==> src/rtl/beat_adapter_pkg.sv <==
package beat_adapter_pkg;
   localparam int DEF_USER_W    = 256;
   localparam int DEF_PAY_W     = 64;
   localparam int DEF_BEAT_W    = 72;
   localparam int DEF_ADDR_W    = 24;
   localparam int DEF_BURST_LEN = 4;

   typedef enum logic {
      DIR_READ  = 1'b0,
      DIR_WRITE = 1'b1
   } xfer_dir_e;
endpackage

==> src/rtl/beat_splitter.sv <==
module beat_splitter #(
   parameter int USER_W  = 256,
   parameter int PAY_W   = 64,
   parameter int BEAT_W  = 72,
   parameter int ADDR_W  = 24,
   parameter bit MASK_EN = 1'b1,
   localparam int BEATS  = USER_W / PAY_W,
   localparam int CNT_W  = $clog2(BEATS),
   localparam int BE_W   = USER_W / 8,
   localparam int DM_W   = PAY_W / 8,
   localparam int PAD_W  = BEAT_W - PAY_W
) (
   input  logic                    clk,
   input  logic                    rst_n,
   input  logic                    in_valid,
   output logic                    in_ready,
   input  logic                    in_write,
   input  logic [ADDR_W-1:0]       in_addr,
   input  logic [USER_W-1:0]       in_data,
   input  logic [BE_W-1:0]         in_be,
   output logic                    out_valid,
   input  logic                    out_ready,
   output logic                    out_write,
   output logic [ADDR_W+CNT_W-1:0] out_addr,
   output logic [BEAT_W-1:0]       out_data,
   output logic [DM_W-1:0]         out_dm,
   output logic [CNT_W-1:0]        beat_idx,
   output logic                    grp_done
);
   import beat_adapter_pkg::*;

   logic              busy;
   logic [CNT_W-1:0]  idx;
   logic [USER_W-1:0] hold_data;
   logic [ADDR_W-1:0] hold_addr;
   xfer_dir_e         hold_dir;
   logic              last_beat;
   logic              fire;
   logic              accept;
   logic [PAY_W-1:0]  payload;

   assign last_beat = (idx == CNT_W'(BEATS - 1));
   assign fire      = busy && out_ready;
   assign grp_done  = fire && last_beat;
   assign in_ready  = !busy || grp_done;
   assign accept    = in_valid && in_ready;

   always_ff @(posedge clk or negedge rst_n) begin
      if (!rst_n) begin
         busy <= 1'b0;
         idx  <= '0;
      end else if (accept) begin
         busy <= 1'b1;
         idx  <= '0;
      end else if (grp_done) begin
         busy <= 1'b0;
         idx  <= '0;
      end else if (fire) begin
         idx  <= idx + 1'b1;
      end
   end

   always_ff @(posedge clk) begin
      if (accept) begin
         hold_data <= in_data;
         hold_addr <= in_addr;
         hold_dir  <= in_write ? DIR_WRITE : DIR_READ;
      end
   end

   assign payload   = hold_data[idx*PAY_W +: PAY_W];
   assign out_valid = busy;
   assign out_write = (hold_dir == DIR_WRITE);
   assign out_addr  = {hold_addr, idx};
   assign beat_idx  = idx;

   generate
      if (PAD_W > 0) begin : g_pad
         assign out_data = out_write ? {{PAD_W{1'b0}}, payload} : '0;

         AST_PAD_ZERO: assert property (@(posedge clk) disable iff (!rst_n)
            out_valid |-> (out_data[BEAT_W-1:PAY_W] == '0));
      end else begin : g_nopad
         assign out_data = out_write ? payload : '0;
      end
   endgenerate

   generate
      if (MASK_EN) begin : g_mask
         logic [BE_W-1:0] hold_be;
         always_ff @(posedge clk) begin
            if (accept) hold_be <= in_be;
         end
         assign out_dm = out_write ? ~hold_be[idx*DM_W +: DM_W] : '0;

         AST_READ_UNMASKED: assert property (@(posedge clk) disable iff (!rst_n)
            (out_valid && !out_write) |-> (out_dm == '0));
      end else begin : g_nomask
         logic unused_be;
         assign unused_be = ^in_be;
         assign out_dm    = '0;

         AST_NO_MASK: assert property (@(posedge clk) disable iff (!rst_n)
            out_valid |-> (out_dm == '0));
      end
   endgenerate

   AST_STALL_HOLD: assert property (@(posedge clk) disable iff (!rst_n)
      (out_valid && !out_ready) |=> (out_valid && $stable(out_data)
                                     && $stable(out_addr) && $stable(out_dm)));
   AST_NO_ACCEPT_STALLED: assert property (@(posedge clk) disable iff (!rst_n)
      (out_valid && !out_ready) |-> !in_ready);
   AST_SEQ_START: assert property (@(posedge clk) disable iff (!rst_n)
      (in_valid && in_ready) |=> (out_valid && out_addr[CNT_W-1:0] == '0));
   AST_SEQ_STEP: assert property (@(posedge clk) disable iff (!rst_n)
      (fire && !last_beat) |=> (out_valid
         && out_addr[CNT_W-1:0] == $past(out_addr[CNT_W-1:0]) + 1'b1));
endmodule

==> src/rtl/burst_marker.sv <==
module burst_marker #(
   parameter int BEATS     = 4,
   parameter int BURST_LEN = 4,
   localparam int CNT_W    = $clog2(BEATS),
   localparam int GROUPS   = BURST_LEN / BEATS,
   localparam int G_W      = (GROUPS > 1) ? $clog2(GROUPS) : 1
) (
   input  logic             clk,
   input  logic             rst_n,
   input  logic [CNT_W-1:0] beat_idx,
   input  logic             grp_done,
   output logic             first,
   output logic             last
);
   logic [G_W-1:0] gcnt;
   logic           gcnt_top;

   assign gcnt_top = (gcnt == G_W'(GROUPS - 1));

   always_ff @(posedge clk or negedge rst_n) begin
      if (!rst_n) begin
         gcnt <= '0;
      end else if (grp_done) begin
         gcnt <= gcnt_top ? '0 : gcnt + 1'b1;
      end
   end

   assign first = (beat_idx == '0) && (gcnt == '0);
   assign last  = (beat_idx == CNT_W'(BEATS - 1)) && gcnt_top;

   AST_MARK_EXCL: assert property (@(posedge clk) disable iff (!rst_n)
      first |-> !last);
   AST_GROUP_WRAP: assert property (@(posedge clk) disable iff (!rst_n)
      (grp_done && last) |=> (gcnt == '0));
endmodule

==> src/rtl/beat_gatherer.sv <==
module beat_gatherer #(
   parameter int USER_W  = 256,
   parameter int PAY_W   = 64,
   localparam int BEATS  = USER_W / PAY_W,
   localparam int CNT_W  = $clog2(BEATS)
) (
   input  logic              clk,
   input  logic              rst_n,
   input  logic              in_valid,
   input  logic [PAY_W-1:0]  in_pay,
   output logic              out_valid,
   output logic [USER_W-1:0] out_data
);
   logic [CNT_W-1:0] rc;
   logic [PAY_W-1:0] slot [BEATS-1];
   logic             in_last;

   assign in_last = (rc == CNT_W'(BEATS - 1));

   always_ff @(posedge clk or negedge rst_n) begin
      if (!rst_n) begin
         rc        <= '0;
         out_valid <= 1'b0;
      end else begin
         out_valid <= in_valid && in_last;
         if (in_valid) rc <= in_last ? '0 : rc + 1'b1;
      end
   end

   always_ff @(posedge clk) begin
      if (in_valid) begin
         if (!in_last) begin
            slot[rc] <= in_pay;
         end else begin
            for (int k = 0; k < BEATS - 1; k++) begin
               out_data[k*PAY_W +: PAY_W] <= slot[k];
            end
            out_data[(BEATS-1)*PAY_W +: PAY_W] <= in_pay;
         end
      end
   end

   AST_RV_PULSE: assert property (@(posedge clk) disable iff (!rst_n)
      out_valid |=> !out_valid);
   AST_RV_CAUSE: assert property (@(posedge clk) disable iff (!rst_n)
      out_valid |-> $past(in_valid));
endmodule

==> src/rtl/wide_beat_adapter.sv <==
module wide_beat_adapter #(
   parameter int USER_W    = beat_adapter_pkg::DEF_USER_W,
   parameter int PAY_W     = beat_adapter_pkg::DEF_PAY_W,
   parameter int BEAT_W    = beat_adapter_pkg::DEF_BEAT_W,
   parameter int ADDR_W    = beat_adapter_pkg::DEF_ADDR_W,
   parameter int BURST_LEN = beat_adapter_pkg::DEF_BURST_LEN,
   parameter bit MASK_EN   = 1'b1,
   localparam int BEATS    = USER_W / PAY_W,
   localparam int CNT_W    = $clog2(BEATS),
   localparam int BE_W     = USER_W / 8,
   localparam int DM_W     = PAY_W / 8
) (
   input  logic                    clk,
   input  logic                    rst_n,
   input  logic                    usr_valid,
   output logic                    usr_ready,
   input  logic                    usr_write,
   input  logic [ADDR_W-1:0]       usr_addr,
   input  logic [USER_W-1:0]       usr_wdata,
   input  logic [BE_W-1:0]         usr_be,
   output logic                    usr_rvalid,
   output logic [USER_W-1:0]       usr_rdata,
   output logic                    mem_valid,
   input  logic                    mem_ready,
   output logic                    mem_write,
   output logic [ADDR_W+CNT_W-1:0] mem_addr,
   output logic [BEAT_W-1:0]       mem_wdata,
   output logic [DM_W-1:0]         mem_dm,
   output logic                    mem_bstart,
   output logic                    mem_bend,
   input  logic                    mem_rvalid,
   input  logic [BEAT_W-1:0]       mem_rdata
);
   generate
      if (USER_W % PAY_W != 0) begin : g_err_split
         $error("USER_W must be a multiple of PAY_W");
      end
      if (PAY_W % 8 != 0) begin : g_err_byte
         $error("PAY_W must be whole bytes");
      end
      if (BEAT_W < PAY_W) begin : g_err_beat
         $error("BEAT_W must hold PAY_W");
      end
      if (BEATS < 2 || (1 << CNT_W) != BEATS) begin : g_err_pow
         $error("beat count must be a power of two of at least 2");
      end
      if (BURST_LEN < BEATS || BURST_LEN % BEATS != 0) begin : g_err_burst
         $error("BURST_LEN must be a multiple of the beat count");
      end
   endgenerate

   logic [CNT_W-1:0] beat_idx;
   logic             grp_done;
   logic             mark_first;
   logic             mark_last;
   logic             unused_rpad;

   beat_splitter #(
      .USER_W (USER_W),
      .PAY_W  (PAY_W),
      .BEAT_W (BEAT_W),
      .ADDR_W (ADDR_W),
      .MASK_EN(MASK_EN)
   ) i_split (
      .clk      (clk),
      .rst_n    (rst_n),
      .in_valid (usr_valid),
      .in_ready (usr_ready),
      .in_write (usr_write),
      .in_addr  (usr_addr),
      .in_data  (usr_wdata),
      .in_be    (usr_be),
      .out_valid(mem_valid),
      .out_ready(mem_ready),
      .out_write(mem_write),
      .out_addr (mem_addr),
      .out_data (mem_wdata),
      .out_dm   (mem_dm),
      .beat_idx (beat_idx),
      .grp_done (grp_done)
   );

   burst_marker #(
      .BEATS    (BEATS),
      .BURST_LEN(BURST_LEN)
   ) i_mark (
      .clk     (clk),
      .rst_n   (rst_n),
      .beat_idx(beat_idx),
      .grp_done(grp_done),
      .first   (mark_first),
      .last    (mark_last)
   );

   assign mem_bstart = mem_valid && mark_first;
   assign mem_bend   = mem_valid && mark_last;

   beat_gatherer #(
      .USER_W(USER_W),
      .PAY_W (PAY_W)
   ) i_gather (
      .clk      (clk),
      .rst_n    (rst_n),
      .in_valid (mem_rvalid),
      .in_pay   (mem_rdata[PAY_W-1:0]),
      .out_valid(usr_rvalid),
      .out_data (usr_rdata)
   );

   generate
      if (BEAT_W > PAY_W) begin : g_rpad
         assign unused_rpad = ^mem_rdata[BEAT_W-1:PAY_W];
      end else begin : g_norpad
         assign unused_rpad = 1'b0;
      end
   endgenerate

   AST_BEND_AT_LAST: assert property (@(posedge clk) disable iff (!rst_n)
      mem_bend |-> (mem_addr[CNT_W-1:0] == CNT_W'(BEATS - 1)));
   AST_BSTART_AT_FIRST: assert property (@(posedge clk) disable iff (!rst_n)
      mem_bstart |-> (mem_addr[CNT_W-1:0] == '0));
   AST_SEQ_FIELDS_HELD: assert property (@(posedge clk) disable iff (!rst_n)
      (mem_valid && mem_ready && mem_addr[CNT_W-1:0] != CNT_W'(BEATS - 1))
      |=> ($stable(mem_write) && $stable(mem_addr[ADDR_W+CNT_W-1:CNT_W])));
   AST_IDLE_READY: assert property (@(posedge clk) disable iff (!rst_n)
      !mem_valid |-> usr_ready);
endmodule

==> config.mk <==
export PLATFORM = sky130hd
export DESIGN_NAME = wide_beat_adapter
export DESIGN_NICKNAME = d
export VERILOG_FILES = /design/src/rtl/beat_adapter_pkg.sv /design/src/rtl/beat_splitter.sv /design/src/rtl/burst_marker.sv /design/src/rtl/beat_gatherer.sv /design/src/rtl/wide_beat_adapter.sv
export SDC_FILE = /design/constraint.sdc
export NUM_CORES = 1
export LEC_CHECK = 0
export BUFFER_PORTS_ARGS = -buffer_cell sky130_fd_sc_hd__buf_2
export CAP_MARGIN = 10
export CORE_MARGIN = 2
export CORE_UTILIZATION = 30
export DETAILED_ROUTE_END_ITERATION = 10
export PLACE_DENSITY = 0.61
export SYNTH_ARGS = -nofsm -noshare
export SYNTH_HDL_FRONTEND = slang
export SYNTH_SLANG_ARGS = --single-unit
==> constraint.sdc <==
create_clock -name clk -period 19.6 [get_ports clk]
set_input_delay 0.98 -clock clk [delete_from_list [all_inputs] [get_ports clk]]
set_output_delay 0.98 -clock clk [all_outputs]
set_load 0.02 [all_outputs]
---- Yosys cells after proc, flatten, opt, wreduce, memory -nomap -nowiden ----
Memory sizes are Yosys's and may differ from the RTL's. A register that Yosys moved wholly into a read port is not among the register bits.
Index checks and enable logic that the tools add are counted.
word-level totals
  flip-flop bits (word level) ............. 576
  bits of input ports ..................... 390
  bits in writable memories ............... 192
  memories ................................ 1
cells by class
  add/sub/neg operators ................... 3
  bitwise logic cells ..................... 2
  shift operators ......................... 2
  mux-type cells .......................... 13
  reductions and logical operators ........ 14
  equality and inequality tests ........... 2
memory list
  name           words  bits a word  rd ports  clocked after memory_dff  wr ports  RTL line             source
  i_gather.slot  3      64           3         3                         1         beat_gatherer.sv:15  logic [PAY_W-1:0] slot [BEATS-1];
operator list
  operator                                                        count
  256-bit by 9-bit indexed part select with 64-bit output         1
  64-bit two-way mux                                              1
  32-bit by 6-bit indexed part select with 8-bit output           1
  1-bit logical AND                                               8
  2-bit two-way mux                                               4
  8-bit two-way mux                                               1
  8-bit NOT                                                       1
  1-bit two-way mux                                               7
  2-bit by 1-bit adder with 2-bit output (second input constant)  2
  2-bit equality test (second input constant)                     2
  3-bit nonzero test                                              1
  2-bit zero test                                                 1
  2-bit AND reduction                                             1
  2-bit nonzero test                                              1
  1-bit adder (second input constant)                             1
  1-bit zero test                                                 1
  1-bit logical OR                                                1
  1-bit NOT                                                       1

---- Depth between registers and ports, before layout ----
Gate-level depths: netlist of run 1.
  depth in word-level cells ............... 5
  mapped depth ............................ 7

---- Modules after synthesis ----
From an unflattened synthesis of run 1, not the netlist that was laid out.
second synthesis, totals
  cell total of the unflattened synthesis .. 1055
  area, all modules ....................... 25430.6 µm²
by module, submodules not included
  module             instances  cells each  area an instance (µm²)
  beat_gatherer      1          466         13639.3
  beat_splitter      1          585         11768.8
  wide_beat_adapter  1          2           12.5
  burst_marker       1          2           10.0

---- Worst setup path before layout of run 1 ----
OpenSTA, ideal clock, no wires.
  path kind ............................... input to register
  from .................................... in mem_ready
  to ...................................... reg i_split.g_mask.hold_be[0], enable pin
  stages on the path ...................... 2
  setup time .............................. 1.091 ns
  arrival ................................. 16.072 ns
  path buffers ............................ 0
  slack ................................... 2.437 ns
  required time ........................... 18.509 ns
  cells stage by stage .................... nand2_1 -> a21oi_1
between the ends
  longest elaborated chain between the ends .. 4
RTL lines
  item                  RTL line                 source
  from (decl)           wide_beat_adapter.sv:24  input logic mem_ready,
  1-bit logical AND     beat_splitter.sv:43      assign fire = busy && out_ready;
  1-bit logical AND     beat_splitter.sv:44      assign grp_done = fire && last_beat;
  1-bit logical OR      beat_splitter.sv:45      assign in_ready = !busy || grp_done;
  1-bit logical AND     beat_splitter.sv:46      assign accept = in_valid && in_ready;
  net i_split.accept    beat_splitter.sv:39      logic accept;
  to (signal assigned)  beat_splitter.sv:92      if (accept) hold_be <= in_be;
  to (decl)             beat_splitter.sv:90      logic [BE_W-1:0] hold_be;
The timed path passes the listed nets, and every way through them passes these cells.
A chain may end at the register's enable or synchronous reset.

---- Final worst setup path of run 1 ----
  from .................................... reg i_split.idx[1] (netlist: i_split.beat_idx[1])
  to ...................................... reg i_split.hold_data[17], enable pin
between the ends
  longest elaborated chain between the ends .. 4
RTL lines
  item                    RTL line             source
  from (decl)             beat_splitter.sv:33  logic [CNT_W-1:0] idx;
  from (signal assigned)  beat_splitter.sv:59  idx <= idx + 1'b1;
  2-bit equality test     beat_splitter.sv:42  assign last_beat = (idx == CNT_W'(BEATS - 1));
  1-bit logical AND       beat_splitter.sv:44
  1-bit logical OR        beat_splitter.sv:45
  1-bit logical AND       beat_splitter.sv:46
  net i_split.accept      beat_splitter.sv:39
  to (signal assigned)    beat_splitter.sv:65  hold_data <= in_data;
  to (decl)               beat_splitter.sv:34  logic [USER_W-1:0] hold_data;
The timed path passes the listed nets, and every way through them passes these cells.

==> results.cfg, run 1 <==
[outcome]
outcome = completed

[hold_path]
hold_class = input port to asynchronous set/reset pin

[floorplan]
die_y_um = 295
core_area_um2 = 83800
die_area_um2 = 87200
start_util = 0.304
rows = 106
dieWidth_um = 295
ios = 758

[yosys]
synth.area.top_cells = edfxtp_1 90%, mux2i_1 5.0%, o22ai_1 1.6%
yosys_warnings = 0
syn_area_um2 = 25500
synth_seq_area_share = 0.903
yosys.area_share.adder = 0.00295
synth_top_family_by_area = multiplexers
synthSimpleGateAreaFrac = 0.00614
synth_area_per_cell_um2 = 24.2
syn_inst = 1051
yosysTopAreaCellShare = 0.897
muxShareOfSynthArea = 0.0577
yosysUniqueCellTypes = 24
synth_compound_area_frac = 0.0172
synth_area_leader_cell = edfxtp_1
synthXorXnorAreaFrac = 0
yosys_register_bits = 767

[clock_tree]
cts_setup_buffers = 0
cts_tree = done
cts_buffer_depth = 3
clk_pin_slew_ns = 0.06
cts_max_level = 3
ctsHoldBuffers = 0
cts_buffers = 79
cts_root_buf = clkbuf_16
postCtsResizedCells = 0
clock_latency_ns = 0.62
cts.sinks = 767

[power_and_ir_drop]
p_per_area_nw_per_um2 = 133
p_leak_nw = 12.3
peakVddDrop_uv = 80.4

[sta]
finalHoldViolCount = 0
period_needed_ns = 5.65
fmax_mhz = 177
tns_ns = 0
tightestPinTransition_ns = 1.19
finalSetupViolCount = 0
slew_viol_final = 0
relSlewSlack = 0.206
rsz0062_at_grt = false
fin_crit_sh = 0.288
skew_ns = 0.0373

[worst_setup_path]
critPathKind = flip-flop to flip-flop
cp_max_fo = 92
worstSetupStartpointType = flip-flop
cp.required_ns = 19.80
crit_path_max_incr_delay_ns = 0.96
worstPathCellList = ha_1 -> nand2_1 -> a21oi_4 -> buf_4 -> buf_4 -> buf_4 -> buf_4
arrival_ns = 5.85
slowest_stage = buf_4
crit_path_end_kind = flip-flop
critPathMostFrequentCell = buf_4

[placed_design]
dp_cells = 2907
io_buffer_count = 741
place_congestion = 0.821
placed_cell_area_um2 = 30400
post-dp-hpwl_um = 45100

[detailed_routing]
drt_wl_total_um = 63400
drcViolationCount = 0
drtIter0Drc = 737
ant_nets = 0
post_drt_wl_per_cell_um = 20.8
num_vias = 13200
vias_per_cell = 4.31
drt-pass1-iter-count = 5

[run]
cap_violations = 0

[cells_and_area]
finalInstanceArea_um2 = 33000
drive_gt1_frac = 0.461
layoutNonFillerInstCount = 3054
area_growth_pct = 29.7
fin_nets = 2250

[global_route]
track_usage = 0.138
grt_overflow = 0
grt_antenna_before_repair = 32
grt_max_degree = 97
grt_pass1_wl_um = 88100
grt_pass1_vias = 13600
[critical path, delay by kind of cell, from the launching register on]
kind                       cells  cell delay (ns)
DFF                            1             0.93
adders and majority gates      1             0.35
and+or+nand+nor                1             0.13
buffers and inverters          4             3.43
AOI/OAI and AO/OA              1             0.15
[per-layer routing]
metal,share of wire,vias to the layer above,GRT usage
li1,-,5869,-
met1,0.36,6484,0.151
met2,0.51,667,0.241
met3,0.093,148,0.0477
met4,0.041,10,0.0620
met5,0.00088,-,0
[cells by family (layout without fill, tap and decap cells)]
logic type                 after synthesis  count (layout)
AOI/OAI and AO/OA                       71              71
muxes                                  136             136
adders and majority gates                6               6
buffers and inverters                   43             894
and+or+nand+nor                         27              27
other                                    1              19
DFF                                    767             767
[final timing paths]
kind	from	to	slack, ns	cells after the start
setup / recovery	i_split.beat_idx[1]	i_split.hold_data[17]	13.95	7
hold / removal	rst_n	i_gather.out_valid	0.21	1
setup reg to reg	i_split.beat_idx[1]	i_split.hold_data[17]	13.95	7
hold reg to reg	i_gather.slot[1][53]	usr_rdata[117]	0.39	0
max in group asynchronous	rst_n	i_split.beat_idx[1]	19.21	1
min in group clk	i_gather.slot[1][53]	usr_rdata[117]	0.39	0
[sequential cells by signal, summed over array words and instances (netlist names), 2 cells and up]
signal and cells:
i_gather.rc 2, i_split.hold_data 256, i_split.beat_idx 2, i_gather.out_data 64, i_split.g_mask.hold_be 32, i_gather.slot 192, usr_rdata 192, i_split.hold_addr 24
[power by group]
part | switching (mW) | leakage [nW] | total, mW | internal [mW]
Sequential | 0.0845 | 7.01 | 2.16 | 2.08
Clock | 0.617 | 1.23 | 1.48 | 0.861
Combinational | 0.517 | 4.01 | 0.767 | 0.251
[metrics by stage]
| step | hold WS, ns | power [mW] | setup WS [ns] | utilization |
|---|---|---|---|---|
| global route | 0.173 | 4.58 | 13.58 | 0.394 |
| CTS | 0.154 | 4.46 | 13.97 | 0.394 |
| detailed placement | 0.405 | 2.97 | 13.96 | 0.363 |
| floorplan | 0.400 | 2.76 | 2.44 | - |
| finish | 0.208 | 4.41 | 13.95 | 0.394 |
| global placement | 0.401 | 2.95 | 14.15 | 0.363 |
[cell usage in the layout, fill, tap and decap left out, types with 2 or more instances in the layout]
master / synthesis / routed
edfxtp_1: 761 / 761
buf_2: 8 / 741
mux2i_1: 128 / 128
clkbuf_16: 0 / 80
o22ai_1: 64 / 64
clkinv_2: 0 / 12
clkbuf_1: 0 / 12
diode_2: 0 / 11
buf_4: 19 / 11
nor2b_1: 10 / 10
clkinv_1: 0 / 10
conb_1: 1 / 8
bufinv_16: 0 / 8
clkinvlp_4: 0 / 7
nand2_1: 7 / 6
mux4_2: 6 / 6
ha_1: 6 / 6
inv_1: 5 / 5
dfrtp_1: 6 / 5
and2_4: 0 / 4
o21ai_0: 3 / 3
mux4_1: 2 / 2
and2_1: 6 / 2
clkinv_16: 0 / 2
clkinv_4: 0 / 2
clkinv_8: 0 / 2
[final cells by class]
class                      instances  area (um^2)
tap                             1134         1420
sequential                       767        23000
fill                            7644        50800
clock inverter                    43          500
inverter                           5         18.8
timing repair buffer             753         3810
clock buffer                      93         2060
antenna                           11         27.5
multi-input combinational        248         2190
[cell usage after synthesis]
master and instances:
nand3_1 1, o21ai_0 3, nand2b_1 1, clkbuf_4 1
buf_6 10, buf_4 19, mux4_2 6, and2_1 6
inv_1 5, edfxtp_1 761, mux2i_1 128, nand2_1 7
buf_2 8, o22ai_1 64, a31oi_1 1, o31ai_1 1
conb_1 1, mux4_1 2, nor3b_1 1, nor2b_1 10
a21oi_1 2, nand2_4 1, dfrtp_1 6, ha_1 6
Note: power is estimated with default switching activity, not from simulation.
==> inputs of run 2 (changes only) <==
Settings changed: PLACE_DENSITY 0.61 to 0.63.
Clock period 19.6 ns to 5 ns, I/O delays scaled along.
==> run 2 against run 1 <==
Against the previous run: clock power grew to 3.8 times the previous value; power grew to 3.9 times the previous value; register-to-register slack lost 12 ns; worst setup slack lost 12 ns; design area grew 12%; global-route usage grew 1.3 points; utilization grew 4.6 points; flip-flop and latch count is the same; count of clock-buffer cells in the layout grew 4; clock skew grew 0.0020 ns.
==> results.cfg, run 2 (synthesis gave the netlist of run 1 again) <==
[global_route]
grt_pass1_wl_um = 97400
grt_antenna_before_repair = 18
grt_pass1_vias = 15700
grt_max_degree = 121
grt_overflow = 0
track_usage = 0.151

[floorplan]
rows = 106
core_area_um2 = 83800
ios = 758
die_y_um = 295
dieWidth_um = 295
start_util = 0.304
die_area_um2 = 87200

[worst_setup_path]
slowest_stage = dfrtp_4
cp_max_fo = 120
worstPathCellList = buf_12 -> mux2i_1 -> o22ai_1 -> buf_2
critical-path-top-delay-family = buffers and inverters
arrival_ns = 2.98
cp.required_ns = 4.75
critPathBufInv = 2
critPathKind = flip-flop to output pin
crit_path_max_incr_delay_ns = 0.67
crit_path_end_kind = output pin
worstSetupStartpointType = flip-flop

[detailed_routing]
drcViolationCount = 0
post_drt_wl_per_cell_um = 20.2
drt-met1-wl_um = 25700
drt_wl_total_um = 69500
wl_met2_um = 35100
top_layer = met5
ant_nets = 0
drt-pass1-iter-count = 5
met3_length_um = 6120
vias_per_cell = 4.34
num_vias = 14900
drtIter0Drc = 906

[clock_tree]
ctsHoldBuffers = 383
cts_buffers = 78
cts_setup_buffers = 0
clock_latency_ns = 0.62
cts_root_buf = clkbuf_16
cts.sinks = 767
cts_buffer_depth = 3
clk_pin_slew_ns = 0.06
cts_tree = done
postCtsResizedCells = 0
cts_max_level = 3

[sta]
finalHoldViolCount = 0
skew_ns = 0.0393
layout_setup_ws_ns = 1.77
relSlewSlack = 0.270
hold_ws_ns = 0.332
finalSetupViolCount = 0
rsz0062_at_grt = false
tightestPinTransition_ns = 1.10
slew_viol_final = 0
fmax_mhz = 310
period_needed_ns = 3.23
fin_crit_sh = 0.646

[power_and_ir_drop]
power_frac_comb = 0.196
pwr-share-seq = 0.484
peakVddDrop_uv = 435
p_int_mw = 12.5
clockPowerShare = 0.320
power_mw = 17.4
p_sw_frac = 0.281
p_per_area_nw_per_um2 = 471
power.net_switching_mw = 4.89
p_leak_nw = 13.8

[cells_and_area]
final_cell_mix = 761 x edfxtp_1, 741 x buf_2, 383 x dlygate4sd3_1, 128 x mux2i_1, 79 x clkbuf_16
fin_nets = 2637
top_register = i_split.hold_data
drive_gt1_frac = 0.382
layoutNonFillerInstCount = 3443
mostFrequentLayoutCell = edfxtp_1
area_growth_pct = 44.8
postLayoutCoreUtil = 0.440
largest_register_ffs = 256

[run]
cap_violations = 0

[placed_design]
post-dp-hpwl_um = 43700
dp_cells = 2912
io_buffer_count = 741
place_ws_ns = 2.07
place_congestion = 0.792

[outcome]
outcome = completed

[hold_path]
hold_class = input port to flip-flop
[run 2: final timing paths]
check,start,endpoint,slack [ns],depth (start not counted)
worst max-delay path,i_split.beat_idx[1],mem_wdata[39],1.77,4
worst max register to register,i_split.beat_idx[1],i_split.out_write,2.15,4
worst min-delay path,usr_wdata[231],i_split.hold_data[231],0.33,2
min in group asynchronous,rst_n,i_split.beat_idx[0],0.62,3
max in group asynchronous,rst_n,i_split.beat_idx[1],4.09,3
worst min register to register,i_gather.slot[1][18],usr_rdata[82],0.40,0
[run 2: area by class of cell]
class	instances	area, um^2
antenna	12	30.0
clock buffer	97	2040
clock inverter	39	398
fill	7134	47000
inverter	5	18.8
multi-input combinational	248	2210
sequential	767	23000
tap	1134	1420
timing repair buffer	1141	7740
[run 2: per-stage QoR]
stage	TNS, ns	area, um^2
final	0	36900
after CTS	0	36800
after floorplan	-441.08	25500
after global routing	0	36900
after detailed placement	0	30600
after global placement	0	30600
[run 2: per-layer routing]
layer | track usage | vias up
met5 | 0 | -
met4 | 0.0620 | 6
met3 | 0.0468 | 156
met2 | 0.263 | 798
met1 | 0.172 | 7328
li1 | - | 6657
[run 2: worst reg2reg max path, delay by kind of cell, from the launching register on]
kind / cells / cell delay, ns
AO/OA/AOI/OAI: 1 / 0.84
flip-flops: 1 / 0.67
buffers and inverters: 1 / 0.65
adder cells (fa/ha/maj): 1 / 0.22
AND/OR/NAND/NOR: 1 / 0.08
[run 2: power groups by stage]
stage,combinational [mW],sequential [mW],clock [mW]
2_1_floorplan,1.75,8.86,0
3_3_place_gp,3.10,8.51,0
3_5_place_dp,3.14,8.54,0
4_1_cts,3.40,8.42,5.70
5_1_grt,3.61,8.49,5.98
6_report,3.40,8.42,5.56
